===== src/rtl/seg_pkg.sv =====
package seg_pkg;

    localparam int OPND_W       = 32;
    localparam int LOOP_FIELD_W = 16;

    typedef enum logic [1:0] {
        SEG_OUT  = 2'd0,
        SEG_LOOP = 2'd1,
        SEG_END  = 2'd2,
        SEG_RSV  = 2'd3
    } seg_kind_e;

    typedef struct packed {
        seg_kind_e          kind;
        logic [OPND_W-1:0]  opnd;
    } seg_ctl_t;

    function automatic logic [LOOP_FIELD_W-1:0] loop_target(input logic [OPND_W-1:0] o);
        return o[LOOP_FIELD_W-1:0];
    endfunction

    function automatic logic [LOOP_FIELD_W-1:0] loop_count(input logic [OPND_W-1:0] o);
        return o[OPND_W-1 -: LOOP_FIELD_W];
    endfunction

    function automatic logic [OPND_W-1:0] hold_ticks(input logic [OPND_W-1:0] o);
        return (o == '0) ? OPND_W'(1) : o;
    endfunction

    function automatic logic is_end_kind(input seg_kind_e k);
        return (k == SEG_END) || (k == SEG_RSV);
    endfunction

endpackage


===== src/rtl/seg_tickgen.sv =====
module seg_tickgen #(
    parameter int DIV = 4
) (
    input  logic clk,
    input  logic rst,
    input  logic run,
    output logic tick
);
    localparam int            CW   = (DIV > 1) ? $clog2(DIV) : 1;
    localparam logic [CW-1:0] LAST = CW'(DIV - 1);

    logic [CW-1:0] div_q;

    always_ff @(posedge clk) begin
        if (rst || !run) begin
            div_q <= '0;
        end else if (div_q == LAST) begin
            div_q <= '0;
        end else begin
            div_q <= div_q + CW'(1);
        end
    end

    assign tick = (div_q == LAST);


    tick_single_chk: assert property (@(posedge clk) disable iff (rst)
        (tick && (DIV > 1)) |=> !tick);


    idle_no_tick_chk: assert property (@(posedge clk) disable iff (rst)
        (!run && (DIV > 1)) |=> !tick);

endmodule


===== src/rtl/seg_store.sv =====
module seg_store
    import seg_pkg::*;
#(
    parameter int IDX_W = 6,
    parameter int PAT_W = 24
) (
    input  logic              clk,
    input  logic              wr_en,
    input  logic [IDX_W-1:0]  wr_addr,
    input  seg_ctl_t          wr_ctl,
    input  logic [PAT_W-1:0]  wr_pat,
    input  logic [IDX_W-1:0]  rd_idx,
    output seg_ctl_t          rd_ctl,
    output logic [PAT_W-1:0]  rd_pat
);
    localparam int DEPTH = 1 << IDX_W;

    seg_ctl_t         ctl_mem [DEPTH];
    logic [PAT_W-1:0] pat_mem [DEPTH];

    always_ff @(posedge clk) begin
        if (wr_en) begin
            ctl_mem[wr_addr] <= wr_ctl;
            pat_mem[wr_addr] <= wr_pat;
        end
    end

    assign rd_ctl = ctl_mem[rd_idx];
    assign rd_pat = pat_mem[rd_idx];

endmodule


===== src/rtl/seg_holdcnt.sv =====
module seg_holdcnt #(
    parameter int DUR_W = 32
) (
    input  logic              clk,
    input  logic              rst,
    input  logic              clear,
    input  logic              step,
    input  logic              load,
    input  logic [DUR_W-1:0]  load_val,
    output logic              done
);
    logic [DUR_W-1:0] left_q;

    always_ff @(posedge clk) begin
        if (rst || clear) begin
            left_q <= '0;
        end else if (step) begin
            if (load) begin
                left_q <= load_val;
            end else if (left_q > DUR_W'(1)) begin
                left_q <= left_q - DUR_W'(1);
            end
        end
    end

    assign done = (left_q <= DUR_W'(1));


    hold_countdown_chk: assert property (@(posedge clk) disable iff (rst)
        (step && !load && !clear) |=> (left_q == $past(left_q) - DUR_W'(1)));


    hold_load_nonzero_chk: assert property (@(posedge clk) disable iff (rst)
        (step && load && !clear) |=> (left_q != '0));

endmodule


===== src/rtl/seg_loopunit.sv =====
module seg_loopunit #(
    parameter int CNT_W = 16
) (
    input  logic              clk,
    input  logic              rst,
    input  logic              clear,
    input  logic              fire,
    input  logic [CNT_W-1:0]  count_in,
    output logic              take_jump
);
    logic             active_q;
    logic [CNT_W-1:0] cnt_q;

    assign take_jump = active_q ? (cnt_q != '0) : (count_in != '0);

    always_ff @(posedge clk) begin
        if (rst || clear) begin
            active_q <= 1'b0;
            cnt_q    <= '0;
        end else if (fire) begin
            if (!active_q) begin
                if (count_in != '0) begin
                    active_q <= 1'b1;
                    cnt_q    <= count_in - CNT_W'(1);
                end
            end else if (cnt_q == '0) begin
                active_q <= 1'b0;
            end else begin
                cnt_q <= cnt_q - CNT_W'(1);
            end
        end
    end


    loop_arm_chk: assert property (@(posedge clk) disable iff (rst)
        (fire && !clear && !active_q && (count_in != '0))
            |=> (active_q && (cnt_q == $past(count_in) - CNT_W'(1))));


    loop_release_chk: assert property (@(posedge clk) disable iff (rst)
        (fire && !clear && active_q && (cnt_q == '0)) |=> !active_q);


    loop_clear_chk: assert property (@(posedge clk) disable iff (rst)
        clear |=> !active_q);

endmodule


===== src/rtl/seg_sequencer.sv =====
module seg_sequencer
    import seg_pkg::*;
#(
    parameter int IDX_W        = 6,
    parameter int PAT_W        = 24,
    parameter int CLK_PER_TICK = 4
) (
    input  logic               clk,
    input  logic               rst,
    input  logic               run,
    input  logic               wr_en,
    input  logic [IDX_W-1:0]   wr_addr,
    input  logic [1:0]         wr_kind,
    input  logic [PAT_W-1:0]   wr_pattern,
    input  logic [OPND_W-1:0]  wr_operand,
    output logic [PAT_W-1:0]   seq_out,
    output logic               tick_o,
    output logic               cycle_start_o
);
    localparam int DEPTH = 1 << IDX_W;

    logic [IDX_W-1:0]        pc_q;
    logic [PAT_W-1:0]        out_q;
    logic                    cs_q;
    logic                    tick;
    logic                    step;
    logic                    hold_done;
    logic                    load;
    logic                    take_jump;
    seg_ctl_t                wr_ctl;
    seg_ctl_t                cur_ctl;
    logic [PAT_W-1:0]        cur_pat;
    logic                    is_out;
    logic                    is_loop;
    logic                    is_end;
    logic [OPND_W-1:0]       hold_val;
    logic [LOOP_FIELD_W-1:0] tgt_raw;
    logic [IDX_W-1:0]        tgt_idx;
    logic [IDX_W-1:0]        pc_next;

    assign wr_ctl = '{kind: seg_kind_e'(wr_kind), opnd: wr_operand};

    seg_tickgen #(.DIV(CLK_PER_TICK)) u_tick (
        .clk  (clk),
        .rst  (rst),
        .run  (run),
        .tick (tick)
    );

    seg_store #(.IDX_W(IDX_W), .PAT_W(PAT_W)) u_store (
        .clk     (clk),
        .wr_en   (wr_en),
        .wr_addr (wr_addr),
        .wr_ctl  (wr_ctl),
        .wr_pat  (wr_pattern),
        .rd_idx  (pc_q),
        .rd_ctl  (cur_ctl),
        .rd_pat  (cur_pat)
    );

    assign step    = tick && run;
    assign load    = step && hold_done;
    assign is_out  = (cur_ctl.kind == SEG_OUT);
    assign is_loop = (cur_ctl.kind == SEG_LOOP);
    assign is_end  = is_end_kind(cur_ctl.kind);

    assign hold_val = is_out ? hold_ticks(cur_ctl.opnd) : OPND_W'(1);

    seg_holdcnt #(.DUR_W(OPND_W)) u_hold (
        .clk      (clk),
        .rst      (rst),
        .clear    (!run),
        .step     (step),
        .load     (load),
        .load_val (hold_val),
        .done     (hold_done)
    );

    seg_loopunit #(.CNT_W(LOOP_FIELD_W)) u_loop (
        .clk       (clk),
        .rst       (rst),
        .clear     (!run || (load && is_end)),
        .fire      (load && is_loop),
        .count_in  (loop_count(cur_ctl.opnd)),
        .take_jump (take_jump)
    );

    assign tgt_raw = loop_target(cur_ctl.opnd);
    assign tgt_idx = IDX_W'(tgt_raw % LOOP_FIELD_W'(DEPTH));

    always_comb begin
        pc_next = pc_q + IDX_W'(1);
        if (is_end) begin
            pc_next = '0;
        end else if (is_loop && take_jump) begin
            pc_next = tgt_idx;
        end
    end

    always_ff @(posedge clk) begin
        if (rst || !run) begin
            pc_q  <= '0;
            out_q <= '0;
            cs_q  <= 1'b0;
        end else begin
            cs_q <= load && is_end;
            if (load) begin
                pc_q <= pc_next;
                if (is_out) begin
                    out_q <= cur_pat;
                end
            end
        end
    end

    assign seq_out       = out_q;
    assign tick_o        = tick;
    assign cycle_start_o = cs_q;


    cycle_after_step_chk: assert property (@(posedge clk) disable iff (rst)
        cycle_start_o |-> $past(step));


    cycle_at_zero_chk: assert property (@(posedge clk) disable iff (rst)
        cycle_start_o |-> (pc_q == '0));


    cycle_single_chk: assert property (@(posedge clk) disable iff (rst)
        (cycle_start_o && (CLK_PER_TICK > 1)) |=> !cycle_start_o);


    idle_clear_chk: assert property (@(posedge clk) disable iff (rst)
        !run |=> ((seq_out == '0) && !cycle_start_o));


    out_hold_chk: assert property (@(posedge clk) disable iff (rst)
        (run && !step) |=> $stable(seq_out));

endmodule


===== config.mk =====
export PLATFORM = sky130hd
export DESIGN_NAME = seg_sequencer
export DESIGN_NICKNAME = d
export VERILOG_FILES = /design/src/rtl/seg_pkg.sv /design/src/rtl/seg_tickgen.sv /design/src/rtl/seg_store.sv /design/src/rtl/seg_holdcnt.sv /design/src/rtl/seg_loopunit.sv /design/src/rtl/seg_sequencer.sv
export SDC_FILE = /design/constraint.sdc
export NUM_CORES = 2
export LEC_CHECK = 0
export BUFFER_PORTS_ARGS = -buffer_cell sky130_fd_sc_hd__buf_2
export CAP_MARGIN = 20
export CORE_ASPECT_RATIO = 0.5
export CORE_MARGIN = 2
export CORE_UTILIZATION = 55
export CTS_CLUSTER_DIAMETER = 40
export DETAILED_ROUTE_END_ITERATION = 10
export PLACE_DENSITY = 0.82
export SLEW_MARGIN = 25
export SYNTH_ARGS = -nofsm -noshare
export SYNTH_HDL_FRONTEND = slang
export SYNTH_HIERARCHICAL = 1
export SYNTH_SLANG_ARGS = --single-unit

===== constraint.sdc =====
create_clock -name clk -period 5.5 [get_ports clk]
set_clock_uncertainty 0.2 [all_clocks]
set_input_delay 0.275 -clock clk [delete_from_list [all_inputs] [get_ports clk]]
set_output_delay 0.275 -clock clk [all_outputs]
set_load 0.1 [all_outputs]

==> flow_metrics.tcl <==
set metrics [dict create \
    tightest_slew_ns 1.219 \
    cap_violations 0 \
    die_w_microns 732.0 \
    fmax_mhz 178.7 \
    layout_common_cells "3712 x edfxtp_1, 943 x mux4_2, 355 x clkbuf_16, 257 x buf_4, 203 x nand2_1" \
    r2r_cells 16 \
    clk_path_buf_depth 4 \
    die-area_sq_um 269300 \
    hold_viol 0 \
    synth_nets 6716 \
    crit_type "reg -> reg" \
    hpwlAfterDp_microns 218700 \
    power_density_nw_per_um2 349.7 \
    gp_congestion 0.9038 \
    syn_area_per_cell_sq_um 21.94 \
    routed_wirelength_microns 478900 \
    cp-end-kind "flip-flop" \
    ys_seq_area_share_pct 77.62 \
    first_iter_violations 18210 \
    viasPerCell 7.728 \
    ys_ff_latch 3794 \
    htreeDepth 5 \
    drc 0 \
    r2r_setup_slack_ns -0.1 \
    antenna_found_initial 32 \
    required_ns 6.09 \
    grt_overflow 0 \
    fin_crit_ns 5.596 \
    io_pins 94 \
    synth-main-ff-cell "edfxtp_1" \
    io_buffers 93 \
    post_drt_wl_per_cell_microns 44.18 \
    cts.sinks 3794 \
    violations "setup timing" \
    min_from "wr_addr[0]" \
    cts_resized 0 \
    p_leak_nw 49.22 \
    r2r-end "pc_q[2]" \
    slew_viol_final 0 \
    drtAntennaViolNets 0 \
    grt_first_pass_wirelength_microns 658100 \
    die_h_microns 368.0 \
    ys_warn_count 6 \
    finalSetupViolations 1 \
    grtUsageTotal_pct 35.22 \
    crit_fanout 38 \
    synth_edf_count 3712 \
    drtPass1Iterations 7 \
    fin_crit_sh_pct 101.7 \
    syn-cell-area_sq_um 145700 \
    peakVddDrop_uv 285.6 \
    yosysUniqueCellTypes 93 \
    worstHoldPathType "in -> reg" \
    drive_gt1_share_pct 26.68 \
    vias 83760 \
    synthCells 6643 \
    clk_pin_slew_ns 0.08 \
    arrival_ns 6.19 \
    post-place-ws_ns 0.8644 \
    initial_core_util_pct 55.39 \
    worst_slack_ns -0.09567 \
    layout_commonest_cell "edfxtp_1" \
    rsz0062_at_grt "false" \
    reg2reg_from "pc_q[2]" \
    p_total_mw 57.28 \
    final_nets 7109 \
    start_kind "flip-flop" \
    postLayoutCoreUtil_pct 62.26 \
    cts_made_buffers 346 \
    rows 133 \
    cts_tree "done" \
    core_area_sq_um 263100 \
    status "finished with violations" \
    grt_pass1_vias 83320 \
    clk_latency_ns 0.95 \
    grt_max_degree 85 \
    crit_start "pc_q[2]" \
    relSlewSlack_pct 18.71 \
    areaGrowthSynthToFinish_pct 12.41 \
    synthArstFlopShare_pct 0 \
    clock-root-buffer "clkbuf_16" \
    crit_path_end "pc_q[2]" \
]
==> cells in the mapped netlist, types with 12 or more instances <==
cell type	instances	area share (%)
edfxtp_1	3712	76
mux4_2	943	15
nor2_1	245	0.63
nand2_1	205	0.53
mux2i_1	166	1.1
clkbuf_1	163	0.42
a21oi_1	136	0.47
buf_2	114	0.39
o22ai_1	113	0.49
a221oi_1	103	0.62
o21ai_1	87	0.30
dfxtp_1	82	1.1
o21ai_0	50	0.17
o221ai_1	50	0.30
buf_4	49	0.25
nor3_1	43	0.15
and2_1	37	0.16
buf_1	33	0.085
a31oi_1	32	0.14
nand3_1	28	0.096
nor4_1	21	0.090
buf_6	17	0.13
a22oi_1	14	0.072
inv_1	12	0.031
==> metal layers <==
layer | global-route usage [%] | wire, microns
met5 | 0.6878 | 416
met4 | 24.70 | 42450
met3 | 14.89 | 88440
met2 | 52.30 | 210600
met1 | 41.89 | 136900
==> worst min path at each step <==
stage	slack (ns)	to	cells after the start
2_1_floorplan	0.15	u_tick/div_q[0]	1
3_3_place_gp	0.23	u_tick/div_q[0]	1
3_5_place_dp	0.24	u_tick/div_q[0]	1
4_1_cts	0.0001	u_store/ctl_mem[39][16]	4
5_1_grt	0.01	u_store/ctl_mem[39][16]	4
6_report	0.004	u_store/ctl_mem[39][16]	4
==> layout make-up <==
| type | count | area, sq um |
|---|---|---|
| antenna | 27 | 67.56 |
| clock buffer | 421 | 9181 |
| clock inverter | 193 | 1758 |
| fill | 15700 | 99280 |
| inverter | 13 | 48.80 |
| multi-input combinational | 2456 | 31230 |
| sequential | 3794 | 113100 |
| tap | 3510 | 4392 |
| timing repair buffer | 425 | 4009 |
==> sequential cells by signal (all words and copies together), names as in the netlist <==
register	count
pc_q	6
u_loop/active_q	1
cycle_start_o	1
u_hold/left_q	32
u_store/ctl_mem	2176
u_tick/div_q	2
u_store/pat_mem	1536
seq_out	24
u_loop/cnt_q	16
==> worst max-delay path: stages, from the launching register on <==
cell	delay, ns
dfxtp_4	0.89
buf_12	0.30
buf_4	0.30
nand2_1	0.15
buf_4	0.36
o22ai_1	0.38
nor2_1	0.16
a21oi_1	0.26
nor2_1	0.25
nor4_1	0.30
nand4_1	0.19
o22ai_1	0.35
inv_1	0.14
and2_1	0.30
nor3b_1	0.35
a21oi_1	0.12
o41ai_1	0.37
==> what timing repair did <==
item	CTS	global route
hold buffers	56	5
setup buffers	0	0
setup endpoints to repair	0	0
endpoints found under the hold margin	2901	320
==> stage by stage <==
step / cells / setup TNS [ns] / area (sq um) / hold slack (ns)
after CTS: 10800 / 0 / 163300 / 0.0001096
after global placement: 10130 / 0 / 151800 / 0.2330
final: 10840 / -0.09567 / 163800 / 0.004496
after floorplan: 6643 / 0 / 145700 / 0.1492
after global routing: 10820 / 0 / 163800 / 0.01277
after detailed placement: 10130 / 0 / 151800 / 0.2358
==> power by group <==
part / switching, mW / total (mW) / internal (mW)
clock: 11.4 / 24.5 / 13.1
sequential: 0.0768 / 32.0 / 31.9
combinational: 0.687 / 0.846 / 0.159
==> cell families (layout without fill, tap and decap cells) <==
group | count (synthesis) | after routing | share of synthesized area (%)
flip-flops | 3794 | 3794 | 77.62
XOR/XNOR | 8 | 8 | 0.04808
AND/OR/NAND/NOR | 677 | 677 | 2.211
buffers and inverters | 393 | 1052 | 1.347
other | 0 | 27 | 0
adder cells (fa/ha/maj) | 5 | 5 | 0.04293
AO/OA/AOI/OAI | 653 | 653 | 2.989
multiplexers | 1113 | 1113 | 15.75
Note: power is estimated with default switching activity, not from simulation.
